File: config.mk
export PLATFORM = sky130hd
export DESIGN_NAME = ctw_wrap
export DESIGN_NICKNAME = d
export VERILOG_FILES = /design/src/rtl/ctw_pkg.sv /design/src/rtl/ctw_ireg.sv /design/src/rtl/ctw_bypass.sv /design/src/rtl/ctw_bcell.sv /design/src/rtl/ctw_wrap.sv
export SDC_FILE = /design/constraint.sdc
export NUM_CORES = 1
export LEC_CHECK = 0
export ABC_CLOCK_PERIOD_IN_PS = 2430
export BUFFER_PORTS_ARGS = -buffer_cell sky130_fd_sc_hd__buf_2
export CORE_MARGIN = 2
export CORE_UTILIZATION = 45
export DETAILED_ROUTE_END_ITERATION = 10
export GPL_TIMING_DRIVEN = 0
export MAX_ROUTING_LAYER = met4
export PLACE_DENSITY = 0.67
export SLEW_MARGIN = 40
export SYNTH_ARGS = -nofsm -noshare
export SYNTH_HDL_FRONTEND = slang
export SYNTH_HIERARCHICAL = 1
export SYNTH_SLANG_ARGS = --single-unit
File: constraint.sdc
create_clock -name clk -period 2.43 [get_ports clk]
set_clock_uncertainty 0.2 [all_clocks]
set_input_delay 0.486 -clock clk [delete_from_list [all_inputs] [get_ports clk]]
set_output_delay 0.486 -clock clk [all_outputs]
set_load 0.005 [all_outputs]
File: src/rtl/ctw_pkg.sv
package ctw_pkg;
  localparam int IR_W = 3;

  typedef enum logic [IR_W-1:0] {
    OP_THRU  = 3'b000,
    OP_INW   = 3'b001,
    OP_OUTW  = 3'b010,
    OP_PRE   = 3'b011,
    OP_CLAMP = 3'b100,
    OP_SAFE  = 3'b101
  } op_e;

  // true when the code routes serial data through the boundary register
  function automatic logic uses_bsr(input logic [IR_W-1:0] code);
    return (code == OP_INW) || (code == OP_OUTW) || (code == OP_PRE);
  endfunction
endpackage

File: src/rtl/ctw_ireg.sv
module ctw_ireg
  import ctw_pkg::*;
(
  input  logic            clk,
  input  logic            rst,
  input  logic            sel,
  input  logic            shift_en,
  input  logic            capture_en,
  input  logic            update_en,
  input  logic            ser_in,
  output logic [IR_W-1:0] act_q,
  output logic            so
);
  logic [IR_W-1:0] sh_q;

  always_ff @(posedge clk) begin
    if (rst) begin
      sh_q  <= '0;
      act_q <= '0;
    end else if (sel) begin
      if (shift_en)        sh_q <= {ser_in, sh_q[IR_W-1:1]};
      else if (capture_en) sh_q <= act_q;
      if (update_en)       act_q <= sh_q;
    end
  end

  assign so = sh_q[0];
endmodule

File: src/rtl/ctw_bypass.sv
module ctw_bypass (
  input  logic clk,
  input  logic rst,
  input  logic shift_en,
  input  logic capture_en,
  input  logic ser_in,
  output logic q
);
  always_ff @(posedge clk) begin
    if (rst)             q <= 1'b0;
    else if (shift_en)   q <= ser_in;
    else if (capture_en) q <= 1'b0;
  end
endmodule

File: src/rtl/ctw_bcell.sv
module ctw_bcell (
  input  logic clk,
  input  logic rst,
  input  logic move_en,
  input  logic move_d,
  input  logic cap_en,
  input  logic cap_d,
  input  logic upd_en,
  output logic sh_q,
  output logic upd_q
);
  always_ff @(posedge clk) begin
    if (rst) begin
      sh_q  <= 1'b0;
      upd_q <= 1'b0;
    end else begin
      if (move_en)     sh_q <= move_d;
      else if (cap_en) sh_q <= cap_d;
      if (upd_en)      upd_q <= sh_q;
    end
  end
endmodule

File: src/rtl/ctw_wrap.sv
module ctw_wrap
  import ctw_pkg::*;
#(
  parameter int              N_IN     = 4,
  parameter int              N_OUT    = 4,
  parameter logic [N_IN-1:0]  SAFE_IN  = '0,
  parameter logic [N_OUT-1:0] SAFE_OUT = '0
) (
  input  logic             clk,
  input  logic             rst,
  input  logic             ser_in,
  output logic             ser_out,
  input  logic             sel_instr,
  input  logic             shift_en,
  input  logic             capture_en,
  input  logic             update_en,
  input  logic             transfer_en,
  input  logic [N_IN-1:0]  sys_in,
  output logic [N_IN-1:0]  core_in,
  input  logic [N_OUT-1:0] core_out,
  output logic [N_OUT-1:0] sys_out
);
  localparam int L = N_IN + N_OUT;

  logic [IR_W-1:0] ir_act;
  logic            ir_so;
  logic            byp_q;
  logic            bsr_mode, use_bsr, use_byp;
  logic            mv_en, cap_lo, cap_hi, upd_b;
  logic [L-1:0]    bsr_sh, bsr_upd, mv_d, cap_d;

  ctw_ireg u_ir (
    .clk(clk), .rst(rst), .sel(sel_instr), .shift_en(shift_en),
    .capture_en(capture_en), .update_en(update_en), .ser_in(ser_in),
    .act_q(ir_act), .so(ir_so)
  );

  assign bsr_mode = uses_bsr(ir_act);
  assign use_bsr  = !sel_instr && bsr_mode;
  assign use_byp  = !sel_instr && !bsr_mode;

  ctw_bypass u_byp (
    .clk(clk), .rst(rst), .shift_en(use_byp && shift_en),
    .capture_en(use_byp && capture_en), .ser_in(ser_in), .q(byp_q)
  );

  assign mv_en  = use_bsr && (shift_en || transfer_en);
  assign cap_lo = use_bsr && capture_en && (ir_act == OP_OUTW || ir_act == OP_PRE);
  assign cap_hi = use_bsr && capture_en && (ir_act == OP_INW  || ir_act == OP_PRE);
  assign upd_b  = use_bsr && update_en;
  assign cap_d  = {core_out, sys_in};

  assign mv_d[L-1] = transfer_en ? bsr_sh[0] : ser_in;
  if (L > 1) begin : g_chain
    assign mv_d[L-2:0] = bsr_sh[L-1:1];
  end

  for (genvar i = 0; i < L; i++) begin : g_cell
    ctw_bcell u_cell (
      .clk(clk), .rst(rst),
      .move_en(mv_en), .move_d(mv_d[i]),
      .cap_en((i < N_IN) ? cap_lo : cap_hi), .cap_d(cap_d[i]),
      .upd_en(upd_b),
      .sh_q(bsr_sh[i]), .upd_q(bsr_upd[i])
    );
  end

  always_comb begin
    if (sel_instr)     ser_out = ir_so;
    else if (bsr_mode) ser_out = bsr_sh[0];
    else               ser_out = byp_q;
  end

  always_comb begin
    core_in = sys_in;
    sys_out = core_out;
    case (ir_act)
      OP_INW:   begin core_in = bsr_upd[N_IN-1:0]; sys_out = SAFE_OUT;           end
      OP_OUTW:  begin core_in = SAFE_IN;           sys_out = bsr_upd[L-1:N_IN]; end
      OP_CLAMP: begin core_in = bsr_upd[N_IN-1:0]; sys_out = bsr_upd[L-1:N_IN]; end
      OP_SAFE:  begin core_in = SAFE_IN;           sys_out = SAFE_OUT;           end
      default:  ;
    endcase
  end
endmodule

# Yosys cells after proc, flatten, opt, wreduce, memory -nomap -nowiden
# Cells that the tools add are included.
[totals]
register_bits = 23
inputBits = 16
out_inout_bits = 9
wordCells = 75
[op_classes]
n_eq_ne = 5
n_mux = 25
reduce_logical = 26
[op_table]
columns = ["op", "n"]
rows = [
  ["2-to-1 mux 1 bit", 21],
  ["one-hot mux 4 bit (2 select lines)", 2],
  ["logical AND 1 bit", 9],
  ["nonzero test 2 bit", 4],
  ["OR reduction 2 bit", 4],
  ["== test 3 x 2 -> 1 bit (second input constant)", 2],
  ["== test 3 bit (second input constant)", 2],
  ["2-to-1 mux 3 bit", 2],
  ["logical OR 1 bit", 5],
  ["AND reduction 2 bit", 2],
  ["== test 3 x 1 -> 1 bit (second input constant)", 1],
  ["zero test 1 bit", 2],
]

# Logic depth before layout (Yosys ltp)
[depth]
ltp_word = 8
depth_mapped = 5
mapped_depth_nobuf = 4

# Cells and area by module
# The synthesis kept the hierarchy.
[modules_own_cells]
columns = ["mod", "n_inst", "cells_per_inst", "area_per_inst_um2", "seq_area_each_um2"]
rows = [
  ["ctw_bcell", 8, 8, 86.3, 40.0],
  ["ctw_wrap", 1, 53, 425.4, 0.0],
  ["ctw_ireg", 1, 26, 244.0, 120.1],
  ["ctw_bypass", 1, 4, 37.5, 20.0],
]

# Least setup slack after synthesis
# Ideal clock, no wire load.
[synth_path]
kind = "register to register"
start = "register u_ir.act_q[1]"
end = "register g_cell[0].u_cell.sh_q"
setup_ns = 0.123
arrival_time_ns = 1.881
required_ns = 2.107
slack_ns = 0.226
stages_incl_launch_ff = 6
n_path_buf = 1
period_less_slack_ns = 2.204
cell_sequence = "dfxtp_1 > buf_6 > nor2_4 > nor4_1 > nor2b_1 > a211oi_2"
[synth_via]
elab_cells_between_ends = 12
cone_classes = "eq/ne: 3; mux: 1; reduce/logical: 8"
[synth_rtl]
columns = ["item", "line", "rtl"]
rows = [
  ["start: declaration", "ctw_ireg.sv:11", "output logic [IR_W-1:0] act_q,"],
  ["start signal: assignment", "ctw_ireg.sv:23", "if (update_en) act_q <= sh_q;"],
  ["== test 3 x 1 -> 1 bit / == test 3 x 2 -> 1 bit (equally long branches)", "ctw_pkg.sv:15", "return (code == OP_INW) || (code == OP_OUTW) || (code == OP_PRE);"],
  ["logical OR 1 bit", "ctw_pkg.sv:15", ""],
  ["logical OR 1 bit *", "ctw_pkg.sv:15", ""],
  ["logical AND 1 bit *", "ctw_wrap.sv:39", "assign use_bsr = !sel_instr && bsr_mode;"],
  ["logical AND 1 bit *", "ctw_wrap.sv:47", "assign mv_en = use_bsr && (shift_en || transfer_en);"],
  ["named net mv_en", "ctw_wrap.sv:29", "logic mv_en, cap_lo, cap_hi, upd_b;"],
  ["2-to-1 mux 1 bit / nonzero test 2 bit (equally long branches)", "n/a", ""],
  ["end signal: assignment", "ctw_bcell.sv:17", "if (move_en) sh_q <= move_d;"],
  ["end signal: assignment", "ctw_bcell.sv:18", "else if (cap_en) sh_q <= cap_d;"],
  ["end: declaration", "ctw_bcell.sv:9", "output logic sh_q,"],
]
# The timed path passes the listed nets; every way through them passes the cells marked *.
# A chain may end at the register's enable or synchronous reset.

# Final worst setup path
[layout_path]
start = "register u_ir.act_q[1]"
end = "output core_in[3]"
[layout_via]
elab_chain_len = 3
elab_cells_between_ends = 7
cone_classes = "eq/ne: 4; mux: 1; reduce/logical: 2"
[layout_rtl]
columns = ["item", "line", "rtl"]
rows = [
  ["== test 3 x 2 -> 1 bit (tied with other cells)", "ctw_wrap.sv:77", "case (ir_act)"],
  ["OR reduction 2 bit (no line)", "n/a", ""],
  ["one-hot mux 4 bit (2 select lines) *", "ctw_wrap.sv:77", ""],
  ["end: declaration", "ctw_wrap.sv:19", "output logic [N_IN-1:0] core_in,"],
]
# Every way passes the cells marked *; elsewhere a longest branch is shown, timed or not.

==> results.toml <==
[timing]
rsz0062_at_grt = "false"
drv_slew = 0
min_period_ns = 2.33
fin_crit_sh_pct = 96.0
fmax_mhz = 429
setup_tns_ns = 0
finalSetupViolations = 0
worst_pin_slew_ns = 0.722
relSlewSlack_pct = 51.1
hold_violations = 0

[logic_synthesis]
syn_avg_cell_area_sq_um = 9.51
synth.distinct_cells = 27
syn-num-nets = 163
ys_ff_latch = 23
synthCells = 147
synth_warnings = 6
yosysSeqAreaShare_pct = 32.9
netlist_area_sq_mm = 0.00140

[detailed_routing]
wirelength_microns = 3240
dr_total_vias = 1218
ant_nets = 0
drt_pass1_iterations = 4
vias_per_cell = 5.80
routedWlPerCell_microns = 15.4
drc = 0
drt-initial-drc-count = 30

[placement]
gp_congestion = 0.795
port_buffers = 24
hpwlAfterDp_microns = 2300

[setup_path]
cpPeakStageDelay_ns = 0.40
crit_family = "compound AO/OA/AOI/OAI gates"
path_class = "reg -> out"
start_kind = "flip-flop"
critPathRequiredTime_ns = 1.74
path_buf_inv = 2
worstReg2RegStart = "u_ir/act_q[1]"
worst_path_max_delay_cell = "dfxtp_1"
crit_start = "u_ir/act_q[1]"
crit_chain = "buf_6 > nor2_4 > a22o_1 > a221o_1 > buf_2"
critPathCaptureType = "output port"
arrival_ns = 1.65
cp_max_fo = 10

[final_layout]
fillers = 297
layout_commonest_cell = "mux2i_1"
diodes = 0
multi_input_area_sq_um = 885
area_delta_synth_final_pct = 15.8
regArea_sq_um = 462
final_cell_mix = "27 x mux2i_1, 26 x buf_2, 22 x dfxtp_1"
drive_above_1_share_pct = 28.2
fin_nets = 194

[floorplanning]
fp.dieW_microns = 59.7
core.rowCount = 20
core_area_sq_mm = 0.00300
fp.dieH_microns = 59.7
ios = 25
die_area_sq_mm = 0.00357
start_util_pct = 46.5

[global_routing]
antenna_found_initial = 0
grt_max_degree = 24
gr-usage-all-layers_pct = 20.0
grt_overflow_total = 0
grt_pass1_wl_microns = 5260
grt_pass1_vias = 1143

[pwr]
power.density_mw_per_mm2 = 431
totalPowerFinal_mw = 0.697
leakage_nw = 0.585
irDropWorstVdd_v = 0.000217

[clocking]
path_clk_slew_ns = 0.13
cts.path.max_buffers = 2
cts_max_level = 1
hold_buffers = 0
cts_tree = "yes"
root_buffer = "clkbuf_4"
cts_sinks = 23
worstSkewPairLatency_ns = 0.30
cts_buffers = 3

[min_path]
worstHoldStart = "ser_in"
hold_class = "in -> reg"

[run]
drv_cap = 0

[run_status]
status = "completed"
metal layers:
metal	track usage, %	routed length, microns	part of all wire [%]
met3	1.95	116	3.6
met4	5.71	24	0.74
met2	31.8	1610	50
met1	27.1	1490	46
met5	-	0	0
power by group:
group / switching, mW / total, mW / internal, mW
Sequential: 0.00767 / 0.394 / 0.387
Clock: 0.114 / 0.178 / 0.0639
Combinational: 0.0666 / 0.125 / 0.0580
sequential cells by signal (all words and copies together) (netlist names):
signal and count:
g_cell.u_cell/sh_q 8, g_cell.u_cell/upd_q 8, u_ir/act_q 3, u_ir/sh_q 3
u_byp/q 1
worst paths after layout:
kind	to	slack, ns	cells after the start
worst max register to register	g_cell[2].u_cell/sh_q	0.38	5
worst min register to register	u_ir/act_q[0]	0.30	2
worst min-delay path	u_byp/q	0.24	3
worst max-delay path	core_in[3]	0.1	5
tightest hold or removal path: stages:
cell and delay (ns):
buf_2 0.11, nand2_1 0.06, a21oi_1 0.05
cell usage after synthesis (all sizes together):
cell | count | area, sq um
or3b | 1 | 8.76
o21ai | 1 | 5.00
a21oi | 6 | 30.0
a211oi | 11 | 123
nor4 | 1 | 6.26
nor4bb | 2 | 20.0
o21ba | 1 | 10.0
mux2 | 1 | 11.3
nand3 | 3 | 15.0
buf | 3 | 30.0
nor3b | 2 | 15.0
mux2i | 27 | 270
dfxtp | 23 | 460
a22o | 8 | 70.1
nor2 | 13 | 56.3
clkbuf | 3 | 11.3
nor3 | 8 | 40.0
nor2b | 9 | 56.3
and2 | 1 | 6.26
a221o | 8 | 80.1
nand2 | 5 | 18.8
and3b | 1 | 8.76
inv | 8 | 30.0
o21a | 1 | 15.0
layout make-up:
type                            instances  area share (%)
Buffer                                  6            2.71
Sequential cell                        23            28.5
Tap cell                               33            2.55
Multi-Input combinational cell        110            54.7
Clock buffer                            4            1.62
Inverter                                8            1.86
Timing Repair Buffer                   26            8.04
cell families after synthesis:
kind of cell | Yosys count | synth area share, %
flops | 23 | 32.9
compound gates | 36 | 23.8
simple gates | 46 | 18.0
mux | 28 | 20.1
buf+inv | 14 | 5.10
through the flow:
step | util, % | hold WS [ns] | area [sq um] | cells | setup WS, ns
after floorplan | - | 0.250 | 1400 | 147 | 0.226
after global placement | 51.9 | 0.276 | 1560 | 204 | -0.578
after detailed placement | 52.9 | 0.284 | 1590 | 206 | 0.335
after CTS | 53.8 | 0.233 | 1610 | 210 | 0.0391
after global routing | 53.9 | 0.252 | 1620 | 210 | 0.0201
final | 53.9 | 0.235 | 1620 | 210 | 0.0975
timing repair:
action,4_1_cts,5_1_grt
endpoints found under the setup margin,0,9
gates resized for setup,0,5
buffers inserted,0,0
Power figures use the tool's default switching activity.
